File: config.mk
export PLATFORM = sky130hd
export DESIGN_NAME = tag_anticoll_seq
export DESIGN_NICKNAME = d
export VERILOG_FILES = /design/src/rtl/tas_pkg.sv /design/src/rtl/tas_timebase.sv /design/src/rtl/tas_pulse_catch.sv /design/src/rtl/tas_lfsr.sv /design/src/rtl/tas_frame_gen.sv /design/src/rtl/tag_anticoll_seq.sv
export SDC_FILE = /design/constraint.sdc
export NUM_CORES = 1
export LEC_CHECK = 0
export ABC_AREA = 1
export BUFFER_PORTS_ARGS = -buffer_cell sky130_fd_sc_hd__buf_2
export CAP_MARGIN = 20
export CORE_MARGIN = 3
export CORE_UTILIZATION = 50
export DETAILED_ROUTE_END_ITERATION = 16
export PLACE_DENSITY = 0.74
export SLEW_MARGIN = 25
export SYNTH_ARGS = -nofsm -noshare
export SYNTH_HDL_FRONTEND = slang
export SYNTH_SLANG_ARGS = --single-unit
File: constraint.sdc
create_clock -name clk -period 4.5 [get_ports clk]
set_input_delay 1.35 -clock clk [delete_from_list [all_inputs] [get_ports clk]]
set_output_delay 1.35 -clock clk [all_outputs]
set_load 0.02 [all_outputs]
File: src/rtl/tas_pkg.sv
// Package: shared types and helpers for the tag anticollision sequencer.
// Assumes: the header is always 8 half-bits and back-off draws are 3 bits wide.
package tas_pkg;

    typedef enum logic [2:0] {
        ST_BACKOFF,
        ST_HEADER,
        ST_LISTEN,
        ST_HOLD,
        ST_ID_TX,
        ST_ID_GAP,
        ST_CMD,
        ST_QUIET
    } tas_state_e;

    localparam int HDR_HB    = 8;   // header length in half-bits
    localparam int WIN_HB    = 6;   // listening window / gap length in half-bits
    localparam int BO_BITS   = 3;   // back-off draw width (1..8 periods)
    localparam int LFSR_W    = 8;

    // Largest of three counts, used to size the shared phase counter.
    function automatic int tas_max3(input int a, input int b, input int c);
        int m;
        m = (a > b) ? a : b;
        return (m > c) ? m : c;
    endfunction

endpackage

File: src/rtl/tas_timebase.sv
// Module: half-bit timebase.
// Counts carrier strobes and pulses hb_tick on the strobe that closes each
// half-bit. Assumes HALF_CYC >= 2.
module tas_timebase #(
    parameter int HALF_CYC = 16
) (
    input  logic clk,
    input  logic rst_n,
    input  logic car_stb,
    output logic hb_tick
);
    localparam int CW = (HALF_CYC > 1) ? $clog2(HALF_CYC) : 1;

    logic [CW-1:0] cyc_q;

    assign hb_tick = car_stb && (cyc_q == CW'(HALF_CYC - 1));

    // Carrier-cycle counter that wraps once per half-bit.
    always_ff @(posedge clk) begin
        if (!rst_n) begin
            cyc_q <= '0;
        end else if (car_stb) begin
            cyc_q <= hb_tick ? '0 : cyc_q + 1'b1;
        end
    end
endmodule

File: src/rtl/tas_pulse_catch.sv
// Module: reader pulse catcher.
// Remembers any reader pulse seen during the current half-bit so that the
// sequencer, which only acts on hb_tick, sees short pulses too.
module tas_pulse_catch (
    input  logic clk,
    input  logic rst_n,
    input  logic rdr_pulse,
    input  logic hb_tick,
    output logic hb_pulse
);
    logic seen_q;

    assign hb_pulse = seen_q | rdr_pulse;

    // Sticky flag, cleared when the half-bit closes.
    always_ff @(posedge clk) begin
        if (!rst_n) begin
            seen_q <= 1'b0;
        end else if (hb_tick) begin
            seen_q <= 1'b0;
        end else if (rdr_pulse) begin
            seen_q <= 1'b1;
        end
    end
endmodule

File: src/rtl/tas_lfsr.sv
// Module: back-off delay generator.
// 8-bit LFSR loaded at reset from a fixed pattern plus the ID seed bits.
// The low bits are the current draw; step advances to the next draw.
module tas_lfsr
    import tas_pkg::*;
(
    input  logic               clk,
    input  logic               rst_n,
    input  logic [BO_BITS-1:0] seed,
    input  logic               step,
    output logic [BO_BITS-1:0] draw
);
    localparam logic [LFSR_W-BO_BITS-1:0] SEED_HI = 5'b10110;

    logic [LFSR_W-1:0] q;
    logic [LFSR_W-1:0] seed_full;

    assign seed_full = {SEED_HI, seed};
    assign draw      = q[BO_BITS-1:0];

    // Advance function: shift left, feedback from taps 7,5,4,3.
    function automatic logic [LFSR_W-1:0] adv(input logic [LFSR_W-1:0] v);
        return {v[LFSR_W-2:0], v[7] ^ v[5] ^ v[4] ^ v[3]};
    endfunction

    // State register; reset loads the value after the seed, because the
    // seed itself is spent on the power-up delay.
    always_ff @(posedge clk) begin
        if (!rst_n) begin
            q <= adv(seed_full);
        end else if (step) begin
            q <= adv(q);
        end
    end
endmodule

File: src/rtl/tas_frame_gen.sv
// Module: ID frame bit source.
// Holds the value of the bit now on air and picks the next one when the
// sequencer enters a new bit. Bit 0 is the start bit (1), bits 1..8*ID_BYTES
// are ID data (byte 0 first, MSB first), and the last bit is the stop bit (0).
// A data bit whose start finds wr_busy high is sent as 0.
module tas_frame_gen #(
    parameter int ID_BYTES = 12,
    parameter int CNT_W    = 8
) (
    input  logic                  clk,
    input  logic                  rst_n,
    input  logic                  hb_tick,
    input  logic                  tx_next,
    input  logic                  start,
    input  logic [CNT_W-1:0]      idx_next,
    input  logic [8*ID_BYTES-1:0] id_bytes,
    input  logic                  wr_busy,
    output logic                  cur_bit
);
    localparam int DATA_BITS = 8 * ID_BYTES;
    localparam int DATA_W    = $clog2(DATA_BITS);

    logic [CNT_W-2:0]  bit_k;
    logic [CNT_W-2:0]  pos;
    logic              in_data;
    logic [DATA_W-1:0] sel;
    logic              data_val;

    assign bit_k    = idx_next[CNT_W-1:1];
    assign pos      = bit_k - 1'b1;
    assign in_data  = (bit_k != '0) && (pos < (CNT_W-1)'(DATA_BITS));
    assign sel      = {pos[DATA_W-1:3], ~pos[2:0]};
    assign data_val = in_data && !wr_busy && id_bytes[sel];

    // Load the next bit value at each bit boundary inside a frame.
    always_ff @(posedge clk) begin
        if (!rst_n) begin
            cur_bit <= 1'b0;
        end else if (hb_tick && tx_next) begin
            if (start) begin
                cur_bit <= 1'b1;
            end else if (!idx_next[0]) begin
                cur_bit <= data_val;
            end
        end
    end
endmodule

File: src/rtl/tag_anticoll_seq.sv
// Module: tag anticollision sequencer (top).
// Back-off, header, listening window, hold, ID frame repetition, command
// hand-off and quiet state. All state moves happen on hb_tick. mod_out comes
// from registered state only, so it changes only at half-bit boundaries.
// Assumes: rst_n is the power-up reset; id_bytes is stable while a frame is
// sent; the command decoder's flags are held for at least one half-bit.
module tag_anticoll_seq #(
    parameter int HALF_CYC   = 16,
    parameter int ID_BYTES   = 12,
    parameter int SILENCE_HB = 16
) (
    input  logic                  clk,
    input  logic                  rst_n,
    input  logic                  car_stb,
    input  logic                  rdr_pulse,
    input  logic [8*ID_BYTES-1:0] id_bytes,
    input  logic                  wr_busy,
    input  logic                  cmd_quiet,
    input  logic                  cmd_done,
    input  logic                  glob_rel,
    output logic                  mod_out,
    output logic                  cmd_stb
);
    import tas_pkg::*;

    localparam int FRAME_HB = 2 * (8 * ID_BYTES + 2);
    localparam int BO_MAX   = HDR_HB * (1 << BO_BITS);
    localparam int CNT_W    = $clog2(tas_max3(FRAME_HB, BO_MAX, SILENCE_HB) + 1);
    localparam logic [HDR_HB-1:0] HDR_PAT = 8'b0111_1110;

    tas_state_e       st_q, st_n;
    logic [CNT_W-1:0] cnt_q, cnt_n;
    logic             hb_tick;
    logic             hb_pulse;
    logic             enter_bo;
    logic             fstart;
    logic             cmd_fire;
    logic [BO_BITS-1:0] draw;
    logic             cur_bit;
    logic             slot_hit;

    tas_timebase #(.HALF_CYC(HALF_CYC)) i_tb (
        .clk     (clk),
        .rst_n   (rst_n),
        .car_stb (car_stb),
        .hb_tick (hb_tick)
    );

    tas_pulse_catch i_pc (
        .clk       (clk),
        .rst_n     (rst_n),
        .rdr_pulse (rdr_pulse),
        .hb_tick   (hb_tick),
        .hb_pulse  (hb_pulse)
    );

    tas_lfsr i_lfsr (
        .clk   (clk),
        .rst_n (rst_n),
        .seed  (id_bytes[BO_BITS-1:0]),
        .step  (hb_tick && enter_bo),
        .draw  (draw)
    );

    tas_frame_gen #(.ID_BYTES(ID_BYTES), .CNT_W(CNT_W)) i_fg (
        .clk      (clk),
        .rst_n    (rst_n),
        .hb_tick  (hb_tick),
        .tx_next  (st_n == ST_ID_TX),
        .start    (fstart),
        .idx_next (cnt_n),
        .id_bytes (id_bytes),
        .wr_busy  (wr_busy),
        .cur_bit  (cur_bit)
    );

    // Own acknowledge slot: second bit of the listening window.
    assign slot_hit = (cnt_q == CNT_W'(2)) || (cnt_q == CNT_W'(3));

    // Next-state and phase-counter logic, evaluated for the next hb_tick.
    always_comb begin
        st_n     = st_q;
        cnt_n    = cnt_q;
        enter_bo = 1'b0;
        fstart   = 1'b0;
        cmd_fire = 1'b0;
        unique case (st_q)
            ST_BACKOFF: begin
                if (cnt_q == '0) begin
                    st_n  = ST_HEADER;
                    cnt_n = '0;
                end else begin
                    cnt_n = cnt_q - 1'b1;
                end
            end
            ST_HEADER: begin
                if (cnt_q == CNT_W'(HDR_HB - 1)) begin
                    st_n  = ST_LISTEN;
                    cnt_n = '0;
                end else begin
                    cnt_n = cnt_q + 1'b1;
                end
            end
            ST_LISTEN: begin
                if (hb_pulse) begin
                    cnt_n = '0;
                    if (slot_hit) begin
                        st_n   = ST_ID_TX;
                        fstart = 1'b1;
                    end else begin
                        st_n = ST_HOLD;
                    end
                end else if (cnt_q == CNT_W'(WIN_HB - 1)) begin
                    st_n     = ST_BACKOFF;
                    enter_bo = 1'b1;
                end else begin
                    cnt_n = cnt_q + 1'b1;
                end
            end
            ST_HOLD: begin
                if (hb_pulse) begin
                    cnt_n = '0;
                end else if (cnt_q == CNT_W'(SILENCE_HB - 1)) begin
                    st_n     = ST_BACKOFF;
                    enter_bo = 1'b1;
                end else begin
                    cnt_n = cnt_q + 1'b1;
                end
            end
            ST_ID_TX: begin
                if (cnt_q == CNT_W'(FRAME_HB - 1)) begin
                    st_n  = ST_ID_GAP;
                    cnt_n = '0;
                end else begin
                    cnt_n = cnt_q + 1'b1;
                end
            end
            ST_ID_GAP: begin
                if (hb_pulse) begin
                    st_n     = ST_CMD;
                    cnt_n    = '0;
                    cmd_fire = 1'b1;
                end else if (cnt_q == CNT_W'(WIN_HB - 1)) begin
                    st_n   = ST_ID_TX;
                    cnt_n  = '0;
                    fstart = 1'b1;
                end else begin
                    cnt_n = cnt_q + 1'b1;
                end
            end
            ST_CMD: begin
                if (cmd_quiet) begin
                    st_n = ST_QUIET;
                end else if (cmd_done) begin
                    st_n   = ST_ID_TX;
                    cnt_n  = '0;
                    fstart = 1'b1;
                end
            end
            ST_QUIET: begin
                if (glob_rel) begin
                    st_n     = ST_BACKOFF;
                    enter_bo = 1'b1;
                end
            end
            default: begin
                st_n = ST_BACKOFF;
            end
        endcase
        if (enter_bo) begin
            cnt_n = CNT_W'({draw, 3'b111});
        end
    end

    // Sequencer state and phase counter; reset starts the power-up back-off.
    always_ff @(posedge clk) begin
        if (!rst_n) begin
            st_q  <= ST_BACKOFF;
            cnt_q <= CNT_W'({id_bytes[BO_BITS-1:0], 3'b111});
        end else if (hb_tick) begin
            st_q  <= st_n;
            cnt_q <= cnt_n;
        end
    end

    // Command strobe, one clock at the half-bit edge that leaves a gap.
    always_ff @(posedge clk) begin
        if (!rst_n) begin
            cmd_stb <= 1'b0;
        end else begin
            cmd_stb <= hb_tick && cmd_fire;
        end
    end

    // Modulation level from state: header pattern or split-phase ID bit.
    always_comb begin
        mod_out = 1'b0;
        if (st_q == ST_HEADER) begin
            mod_out = HDR_PAT[cnt_q[2:0]];
        end else if (st_q == ST_ID_TX) begin
            mod_out = cur_bit ^ cnt_q[0];
        end
    end
endmodule

# Yosys cells after proc, flatten, opt, wreduce, memory -nomap -nowiden
# Memory sizes are Yosys's and may differ from the RTL's. A register that Yosys moved wholly into a read port is not among the register bits.
# Cells that the tools add are included.
# Widths: inputs -> output; s select.
dict set report classes {
  n_addsub 4
  n_lt_le_gt_ge 3
  n_eq_ne 18
  muxes 54
  n_bitwise 7
  n_reduce_logical 14
}
# operator count
set op_table {}
lappend op_table {{$mux 8} 12}
lappend op_table {{$pmux 8 s7} 1}
lappend op_table {{$mux 3} 15}
lappend op_table {{$pmux 3 s8} 1}
lappend op_table {{$mux 1} 17}
lappend op_table {{$eq 8x2->1 const B} 2}
lappend op_table {{$eq 8x3->1 const B} 2}
lappend op_table {{$eq 3x3->1 const B} 5}
lappend op_table {{$mux 4} 3}
lappend op_table {{$mux 6} 2}
lappend op_table {{$add 8x1->8 const B} 1}
lappend op_table {{$eq 8x4->1 const B} 1}
lappend op_table {{$eq 8x8->1 const B} 1}
lappend op_table {{$logic_not 8->1} 1}
lappend op_table {{$lt 7x8->1 const B} 1}
lappend op_table {{$sub 8x1->8 const B} 1}
lappend op_table {{$bmux 1 s7} 1}
lappend op_table {{$logic_and 1x1->1} 7}
lappend op_table {{$lt 7x7->1 const B} 1}
lappend op_table {{$reduce_bool 7->1} 1}
lappend op_table {{$sub 7x1->7 const B} 1}
lappend op_table {{$eq 3x2->1 const B} 2}
lappend op_table {{$pmux 1 s3} 2}
lappend op_table {{$add 4x1->4 const B} 1}
lappend op_table {{other kinds (14)} 18}
dict set report word_totals {
  ff_bits 26
  rom_bits 8
  in_bits 104
  out_inout_bits 2
  word_cells 110
  mem_count 1
}
# memory words word_bits rd rd_ports_with_merged_regs write_ports line
set memory_table {}
lappend memory_table {{(name not given)} 8 1 1 1 0 tag_anticoll_seq.sv:199} ;# mod_out = HDR_PAT[cnt_q[2:0]];

# Longest topological paths before layout
# Gate-level depths: netlist of the first run.
dict set report depth {
  word_depth 12
  ltp_mapped 25
  ltp_nobuf 22
}

# Hierarchy
# From an unflattened synthesis of the first run, not the netlist that was laid out.
dict set report unflattened {
  hier_cells 605
  hier_area_um2 3367.0
}
# mod n_inst cells_each area_each_um2 seq_area_each_um2
set modules_own_cells {}
lappend modules_own_cells {tag_anticoll_seq 1 267 1566.5 290.3}
lappend modules_own_cells {tas_frame_gen 1 256 1179.9 20.0}
lappend modules_own_cells {tas_lfsr 1 48 387.9 190.2}
lappend modules_own_cells {tas_timebase 1 28 191.4 80.1}
lappend modules_own_cells {tas_pulse_catch 1 6 41.3 20.0}

# Worst setup path before layout of the first run
# OpenSTA, ideal clock, no wires.
dict set report synth_path {
  path_type {input to register}
  from {input port rdr_pulse}
  to {register i_fg.cur_bit}
  setup_time_ns 0.116
  arrival_ns 3.749
  required_time_ns 4.384
  path_slack_ns 0.635
  stages 22
  n_path_buf 3
  path_cell_list {nor2_4 -> inv_2 -> nor2_2 -> nand2_2 -> nand3_2 -> nor2_2 -> nand3_4 -> inv_4 -> buf_6 -> ha_1 -> clkbuf_1 -> inv_1 -> clkbuf_1 -> nand3_1 -> nand3_1 -> nand3_1 -> nand3_1 -> nand2_1 -> nand2_1 -> nand3b_1 -> nand2_1 -> a21oi_2}
}
dict set report synth_via {
  elab_chain_cells 11
  word_cells_on_any_way 30
  cone_classes {1 x add/sub; 1 x order compare; 2 x eq/ne; 18 x mux; 2 x bitwise; 6 x reduce/logical}
}
# item line
set synth_lines {}
lappend synth_lines {{from (decl)} tag_anticoll_seq.sv:15} ;# input logic rdr_pulse,
lappend synth_lines {{$or 1x1->1 *} tas_pulse_catch.sv:13} ;# assign hb_pulse = seen_q | rdr_pulse;
lappend synth_lines {{$mux 8 (tied with other cells)} tag_anticoll_seq.sv:139} ;# if (hb_pulse) begin
lappend synth_lines {{$pmux 8 s7 / $pmux 1 s3 (equally long branches)} tag_anticoll_seq.sv:87} ;# unique case (st_q)
lappend synth_lines {{$mux 8} tag_anticoll_seq.sv:170} ;# if (enter_bo) begin
lappend synth_lines {{$sub 7x1->7} tas_frame_gen.sv:30} ;# assign pos = bit_k - 1'b1;
lappend synth_lines {{$not 3->3 / $lt 7x7->1 (equally long branches)} {tas_frame_gen.sv:32, tas_frame_gen.sv:31}}
lappend synth_lines {{$bmux 1 s7 / $logic_and 1x1->1 (equally long branches)} {tas_frame_gen.sv:33, tas_frame_gen.sv:31}}
lappend synth_lines {{$mux 1 (implied by the code) / $logic_and 1x1->1 (equally long branches)} tas_frame_gen.sv:33} ;# assign data_val = in_data && !wr_busy && id_bytes[sel];
lappend synth_lines {{$logic_and 1x1->1} tas_frame_gen.sv:33}
lappend synth_lines {{$mux 1} tas_frame_gen.sv:42} ;# end else if (!idx_next[0]) begin
lappend synth_lines {{$mux 1} tas_frame_gen.sv:40} ;# if (start) begin
lappend synth_lines {{to (signal assigned)} tas_frame_gen.sv:43} ;# cur_bit <= data_val;
lappend synth_lines {{to (decl)} tas_frame_gen.sv:18} ;# output logic cur_bit
# Mark *: on every way between the ends. The rest lies on a longest branch, timed or not. The select of a mux whose other input is x is not followed.
# A chain may end at the register's enable or synchronous reset.

# Final worst setup path of the first run
# Same ends and word-level chain as after synthesis.

==> results of run 1 <==
## worst max-delay path, cell delays in order
cell,delay [ps]
buf_2,100
nor2_4,40
inv_2,80
nor2_2,70
nand2_2,110
nand3_2,90
nor2_2,650
nand3_4,140
inv_4,250
ha_1,390
inv_1,90
buf_4,250
nand3_1,110
nand3_1,140
nand3_1,90
nand2_1,70
nand2_1,50
nand3_1,60
a21oi_1,60
nand2_1,70
a21oi_2,50
## cells by family (layout without fill, tap and decap cells)
logic type | count (synthesis) | in the layout | synth area share, %
DFF | 27 | 27 | 17.6
xor gates and xnor gates | 10 | 10 | 2.57
adders and majority gates | 8 | 8 | 2.94
and+or+nand+nor | 394 | 394 | 54.5
AOI/OAI and AO/OA | 61 | 61 | 11.7
buffers and inverters | 78 | 166 | 10.7
## Yosys cell counts, drive strengths merged (6+ instances only)
master  number  area (um^2)
a21oi       12         75.1
buf         20          145
nor3         8         45.0
nand4       27          169
ha           8          100
clkbuf       7         26.3
nand3      118          628
nor2        50          264
nand2      190          743
o21ai       23          115
edfxtp       6          180
o22ai       11         68.8
inv         50          190
dfxtp       21          420
## path summary, 6_finish.rpt
path	cells past startpoint	from	endpoint
worst min register to register	2	i_lfsr.q[4]	i_lfsr.q[4]
worst min-delay path	2	i_lfsr.q[4]	i_lfsr.q[4]
worst max register to register	21	cnt_q[1]	i_fg.cur_bit
worst max-delay path	21	rdr_pulse	i_fg.cur_bit
## where the power goes
| part | switching [mW] | leakage (nW) | internal, mW |
|---|---|---|---|
| Combinational | 0.0842 | 1.77 | 0.0698 |
| Clock | 0.0853 | 0.0261 | 0.0652 |
| Sequential | 0.00856 | 0.228 | 0.255 |
## through the flow
step / hold slack, ps / util, % / cell area (um^2) / setup WS (ps) / power [mW]
6_report: 477 / 60.9 / 3950 / 371 / 0.568
5_1_grt: 500 / 60.9 / 3950 / 17.2 / 0.602
4_1_cts: 480 / 60.9 / 3950 / 413 / 0.568
3_5_place_dp: 466 / 60.1 / 3900 / 104 / 0.420
3_3_place_gp: 463 / 60.1 / 3900 / 172 / 0.419
2_1_floorplan: 451 / - / 3410 / 635 / 0.356
## flip-flops by register name (all words and copies together) (netlist names), named ones only
signal        count
cnt_q             8
i_lfsr.q          8
i_tb.cyc_q        4
st_q              3
cmd_stb           1
i_fg.cur_bit      1
i_pc.seen_q       1
## metal layers
layer  track usage, %  wire length, um
met1             42.6             4930
met2             40.2             4910
met3             3.45              952
met4             3.85              103
met5                0                0
## cell type report
type	count	area [um^2]	share of cell area [%]
multi-input combinational	473	2440	61.8
clock buffer	3	41.3	1.04
clock inverter	1	8.76	0.222
tap	77	96.3	2.44
inverter	51	194	4.91
timing repair buffer	111	571	14.4
sequential	27	601	15.2
==> metrics, run 1 <==
status completed; Post-Synthesis Cells 578; cts repair resizes 0; # rows 29; vias in the first global route 3662; Final Non-Filler Cells 743; mapped cell area 3410 um^2; First DRT Iteration DRCs 429; crit-path max FO 29; routed vias/inst 5.80; final hold violations 0; CTS tree yes; Setup Buffers After CTS 0; gr ovfl total 0; proportion of layout cells with a drive suffix above 1 24.3%; clock slew at reported path FFs 110 ps; post-synthesis average cell area 5.90 um^2; Root Driver clkbuf_8; most common cell after layout, fill and taps aside nand2_1; worst clock skew 11.4 ps; yosys warns 0; RSZ-0062 raised after global routing no; Worst setup EP type flop; Tot GR Track Use 27.2%; Max IR drop VDD 0.000158 V; Setup CP Type input pin to flop; Slew Limit Fails 0; Worst-Skew Late Latency 280 ps; CP arrival 4320 ps; DRT Pass-1 Iters 5; Max Root-Sink Buffers 2; area grow syn2layout 16.0%; Ports 106; via count 4311; max_cap viols 0; Final HPWL DP 8.70 mm; Worst Path Required 4690 ps; H-tree Lvls 1; sequential area share after synthesis 17.6%; Worst-Margin Slew 846 ps; Startpoint Class input pin; Post-CTS Hold Fix Bufs 0; WL/cell 14.7 um; endpoints failing setup 0; #FFs+latches synth 27; ys async rst share 0%; setup TNS 0 ps; Yosys cell types 40; die area 7840 um^2; drc violations 0; Die Width 88.6 um; initial antenna violation count 0; prevailing post-synth register cell dfxtp_1; TritonCTS Buffers 3; Post-synth EDFFs 6; largest net degree at the start of global routing 52; Hold Path Class flop to flop; nets 779; ant diodes 0; relative slew slack 43.6%; CTS sink count 27; first-pass GRT wire length 17.3 mm; syn nets 690; initial cell density of the core 52.5%; Fill cells 611; most frequent cells in the layout nand2_1, nand3_1, buf_2; part of the cycle the worst path needs 91.7%; Cell Pwr Density 144 nW/um^2; IO Port Bufs 105; Placed Cells 739; Pleak 2.02 nW; gp weighted congestion 0.951; final wirelength 10.9 mm; R2R setup slack 690 ps; die height 88.6 um; Core Area 6490 um^2; Max Clk Rate 242 MHz; Detail Route Antenna Nets 0; min cycle time layout 4130 ps
(Power assumes the default switching activity.)
==> run 2: changes to the inputs <==
Settings changed: ABC_AREA 1 to unset.
==> run 2 against run 1 <==
Worst hold slack lost 2.7 ps. First-iteration DRC count down 40%. Sequential power hardly changed. Clock power fell by 6%. Synthesized area increased by 4.1%. Core utilization rose by 1.4 points. Critical path depth decreased by 7.
==> metrics, run 2 <==
status completed; prevailing post-synth register cell dfxtp_1; WL/cell 18.0 um; area grow syn2layout 19.9%; Post-CTS Hold Fix Bufs 0; ys async rst share 0%; ant diodes 0; RSZ-0062 raised after global routing no; gr ovfl total 0; Post-Place Worst Slack -9.72 ps; Final Non-Filler Cells 584; largest net degree at the start of global routing 26; Worst setup EP type flop; Synth area leader mux4_2; IO Port Bufs 105; cells on worst reg2reg path 14; Fill cells 619; Worst-Margin Slew 913 ps; Detail Route Antenna Nets 0; min-delay src i_lfsr.q[6]; post-synthesis average cell area 9.27 um^2; hold path depth 2; Worst Path Required 4670 ps; Die Width 90.3 um; via count 3513; worst clock skew 4.53 ps; DRT Pass-1 Iters 4; final worst slack 259 ps; Sw Share 28.5%; top-area cell type share of the netlist area 15.2%; Buf+Inv Stages, Crit Path 1; TritonCTS Buffers 3; Root Driver clkbuf_8; First DRT Iteration DRCs 258; syn nets 495; Startpoint Class input pin; H-tree Lvls 1; most common cell after layout, fill and taps aside buf_2; final hold violations 0; nets 601; Max IR drop VDD 0.000164 V; post-layout util 62.3%; die area 8150 um^2; Critical Path Start rdr_pulse; proportion of layout cells with a drive suffix above 1 41.2%; worst hold endpoint i_lfsr.q[7]; final wirelength 10.5 mm; worst path cell trace buf_2 -> or2_2 -> a211oi_1 -> o41ai_2 -> and3_2 -> ha_4 -> nor2_1 -> and4_4 -> o31ai_1 -> o311ai_4 -> mux2_2 -> o31a_1 -> a31oi_2 -> o211ai_2; design area 4260 um^2; relative slew slack 37.6%; Tot GR Track Use 25.5%; CP top delay family compound AO/OA/AOI/OAI gates; Post-DP Area 4210 um^2; Pint 410 uW; initial antenna violation count 0; Hold Path Class flop to flop; die height 90.3 um; #FFs+latches synth 27; Clk pwr share 24.5%; Cell Pwr Density 135 nW/um^2; # rows 30; Setup Buffers After CTS 0; worst r2r src cnt_q[4]; yosys warns 0; slowest library cell on the worst path a211oi_1; Worst R2R End i_fg.cur_bit; slowest stage delay, CP 420 ps; routed vias/inst 6.02; register share of total power 45.9%; sequential area share after synthesis 16.9%; Largest regs cnt_q: 8 flops, i_lfsr.q: 8 flops, i_tb.cyc_q: 4 flops; CTS tree yes; Post-synth EDFFs 6; synth top area cells mux4_2, dfxtp_1, edfxtp_1; first-pass GRT wire length 17.4 mm; min cycle time layout 4240 ps; Worst-Skew Late Latency 270 ps; Yosys cell types 88; CTS sink count 27; vias in the first global route 3623; count leader, synth nand2_1; max_cap viols 0; Max Clk Rate 236 MHz; endpoints failing setup 0; Final HPWL DP 8.63 mm; cts repair resizes 0; most frequent cells in the layout buf_2, nand2_1, buf_4; R2R setup slack 440 ps; Core Area 6830 um^2; CP arrival 4410 ps; part of the cycle the worst path needs 94.3%; crit-path max FO 9; synth cell count leaders nand2_1, mux4_2, dfxtp_1, nor2_1, a21oi_1; Max Root-Sink Buffers 2; gp weighted congestion 0.966; drc violations 0; Placed Cells 580; Ports 106; initial cell density of the core 52.0%; Pleak 1.74 nW; Setup CP Type input pin to flop; clock slew at reported path FFs 90 ps; Logic pwr share 29.5%; Slew Limit Fails 0; mapped cell area 3550 um^2; net switching power 163 uW; Post-Synthesis Cells 383
==> run 2: cell count changes after synthesis, moves of 11 or more <==
cell and change:
mux2i_1 +13, nand3_1 -95, nand4_1 -22, nand2_1 -133
mux4_2 +24, nand2_2 -12, nor2_1 -14, o21ai_0 -11
inv_1 -34
==> run 2: layout make-up <==
type | count | area [um^2] | area share, %
clock inverters | 1 | 6.26 | 0.147
flip-flops and latches | 27 | 601 | 14.1
multi-input cells | 318 | 2720 | 63.9
well taps | 96 | 120 | 2.82
clock buffers | 3 | 41.3 | 0.970
inverters | 7 | 26.3 | 0.617
repair buffers | 132 | 741 | 17.4
==> run 2: cell families after synthesis <==
| kind of cell | after synthesis | synth area share [%] |
|---|---|---|
| muxes | 42 | 20.6 |
| xor gates and xnor gates | 14 | 4.51 |
| DFF | 27 | 16.9 |
| and+or+nand+nor | 165 | 27.6 |
| buffers and inverters | 38 | 7.47 |
| adders and majority gates | 8 | 2.82 |
| AOI/OAI and AO/OA | 89 | 20.1 |
==> run 2: how the worst max path moves through the flow <==
stage | to | slack (ps) | depth (start not counted)
2_1_floorplan | i_fg.cur_bit | -160 | 17
3_3_place_gp | i_fg.cur_bit | 100 | 14
6_report | i_fg.cur_bit | 260 | 14
5_1_grt | i_fg.cur_bit | 130 | 14
4_1_cts | i_fg.cur_bit | 280 | 14
3_5_place_dp | i_fg.cur_bit | -10 | 14
==> run 2: worst register-to-register path, cell delays in order (launching register included) <==
cell       delay, ps
edfxtp_1         480
buf_4            220
nor4_4           250
a41oi_1          320
o32ai_1          440
o2111a_1         340
ha_4             180
nor2_1            50
and4_4           200
a2111oi_4        400
o311ai_4         230
mux2_2           330
o31a_1           250
a31oi_2          180
o211ai_2         100
==> run 2: metrics by stage <==
step	hold WS [ps]	power [mW]	setup TNS, ps
finish	474	0.573	0
global route	507	0.605	0
CTS	479	0.575	0
detailed placement	460	0.437	-9.72
global placement	452	0.433	0
floorplan	440	0.366	-162
==> run 2: metal layers <==
| layer | routed length [um] | GRT usage, % | vias up |
|---|---|---|---|
| li1 | - | - | 1711 |
| met1 | 4590 | 34.2 | 1683 |
| met2 | 5220 | 43.2 | 99 |
| met3 | 459 | 2.75 | 20 |
| met4 | 242 | 8.16 | 0 |
| met5 | 0 | 0 | - |
==> run 2: power groups by stage <==
| stage | combinational (mW) | clock, mW | sequential [mW] |
|---|---|---|---|
| 2_1_floorplan | 0.102 | 0 | 0.264 |
| 3_3_place_gp | 0.164 | 0 | 0.269 |
| 3_5_place_dp | 0.168 | 0 | 0.269 |
| 4_1_cts | 0.169 | 0.143 | 0.263 |
| 5_1_grt | 0.184 | 0.157 | 0.265 |
| 6_report | 0.169 | 0.141 | 0.263 |
==> run 3: changes to the inputs <==
Settings changed: CORE_ASPECT_RATIO set to 1.2.
==> run 3 against run 2 <==
Wire length rose by 1.2%. Critical path depth did not move. Critical path type unchanged. Register-to-register slack worse by 120 ps. Combinational power about the same. Worst hold slack got worse by 2.5 ps. Flip-flop and latch count unchanged. Design area grew 1.1%. Largest power group unchanged. First-iteration DRC count up 21%. Largest cell class unchanged.
==> metrics, run 3 (synthesized netlist as in run 2, its figures left out) <==
first-pass GRT wire length 17.1 mm; cts repair resizes 0; initial antenna violation count 0; part of the cycle the worst path needs 95.0%; R2R setup slack 320 ps; Worst Path Required 4670 ps; Largest regs cnt_q: 8 flops, i_lfsr.q: 8 flops, i_tb.cyc_q: 4 flops; Post-Place Worst Slack -44.1 ps; most common cell after layout, fill and taps aside buf_2; Sw Share 29.2%; Tot GR Track Use 25.4%; CTS tree yes; area grow syn2layout 21.2%; Worst-Skew Late Latency 280 ps; register share of total power 45.3%; Max Root-Sink Buffers 2; worst clock skew 3.25 ps; ant diodes 0; vias in the first global route 3482; Hold Path Class flop to flop; routed vias/inst 6.08; crit-path max FO 9; Final HPWL DP 8.75 mm; Ports 106; Clk pwr share 25.3%; design area 4300 um^2; net switching power 169 uW; Max Clk Rate 234 MHz; IO Port Bufs 105; Pleak 1.77 nW; relative slew slack 52.8%; gp weighted congestion 0.977; # rows 33; die height 98.3 um; gr ovfl total 0; First DRT Iteration DRCs 311; Post-DP Area 4260 um^2; drc violations 0; Core Area 6850 um^2; most frequent cells in the layout buf_2, nand2_1, buf_4; nets 609; Cell Pwr Density 135 nW/um^2; WL/cell 18.3 um; proportion of layout cells with a drive suffix above 1 41.9%; final wirelength 10.6 mm; Setup CP Type input pin to flop; worst hold margin 471 ps; DRT Pass-1 Iters 5; max_cap viols 0; Worst setup EP type flop; CTS sink count 27; H-tree Lvls 1; TritonCTS Buffers 3; Startpoint Class input pin; initial cell density of the core 51.8%; Die Width 82.9 um; RSZ-0062 raised after global routing no; Worst-Margin Slew 707 ps; Post-CTS Hold Fix Bufs 0; via count 3545; final hold violations 0; clock slew at reported path FFs 100 ps; largest net degree at the start of global routing 26; Pint 411 uW; status completed; Slew Limit Fails 0; Max IR drop VDD 0.000149 V; Logic pwr share 29.4%; endpoints failing setup 0; Setup Buffers After CTS 0; Root Driver clkbuf_8; die area 8150 um^2; CP arrival 4440 ps; final worst slack 223 ps; Detail Route Antenna Nets 0; min cycle time layout 4280 ps
[run 3: cell count changes in the layout (fill, tap and decap cells not counted), sizes merged]
cell | previous run | this run
clkbuf | 3 | 4
buf | 132 | 140
inv | 8 | 7
[run 3: final timing paths]
path,start,cells past startpoint,endpoint
max,rdr_pulse,14,i_fg.cur_bit
min,i_lfsr.q[6],2,i_lfsr.q[6]
max reg2reg,cnt_q[4],14,i_fg.cur_bit
min reg2reg,i_lfsr.q[6],2,i_lfsr.q[6]
[run 3: per-stage QoR]
| stage | TNS, ps | power (mW) | util, % | std cells |
|---|---|---|---|---|
| after floorplan | -162 | 0.366 | - | 383 |
| after global placement | 0 | 0.434 | 62.1 | 579 |
| after detailed placement | -44.1 | 0.438 | 62.1 | 579 |
| after CTS | 0 | 0.581 | 62.8 | 583 |
| after global routing | 0 | 0.608 | 62.8 | 583 |
| final | 0 | 0.581 | 62.8 | 583 |
[run 3: final cells by class]
class | instances | area, um^2
clock buffer | 4 | 45.0
fill | 654 | 2550
inverter | 7 | 26.3
multi-input combinational | 318 | 2720
sequential | 27 | 601
tap | 87 | 109
timing repair buffer | 140 | 801
[run 3: routing by layer]
layer	up-vias	share of wire [%]	global-route usage, %
met3	18	4.6	2.87
met5	-	0	0
li1	1726	-	-
met2	131	51	43.3
met1	1670	43	34.6
met4	0	1.7	5.41
[run 3: worst max-delay path, cell delays in order]
cell and delay, ps:
buf_2 100, or2_2 260, a221oi_2 80, o41ai_2 430, and3_2 300, ha_4 170, nor2_1 50, and4_4 200
a2111oi_4 390, o311ai_4 240, mux2_2 330, o31a_1 250, a31oi_2 180, o211ai_2 110
[run 3: power groups by stage]
stage / registers (mW) / clock network (mW) / logic, mW
finish: 0.263 / 0.147 / 0.171
global route: 0.264 / 0.158 / 0.186
CTS: 0.263 / 0.149 / 0.170
detailed placement: 0.268 / 0 / 0.169
global placement: 0.268 / 0 / 0.166
floorplan: 0.264 / 0 / 0.102
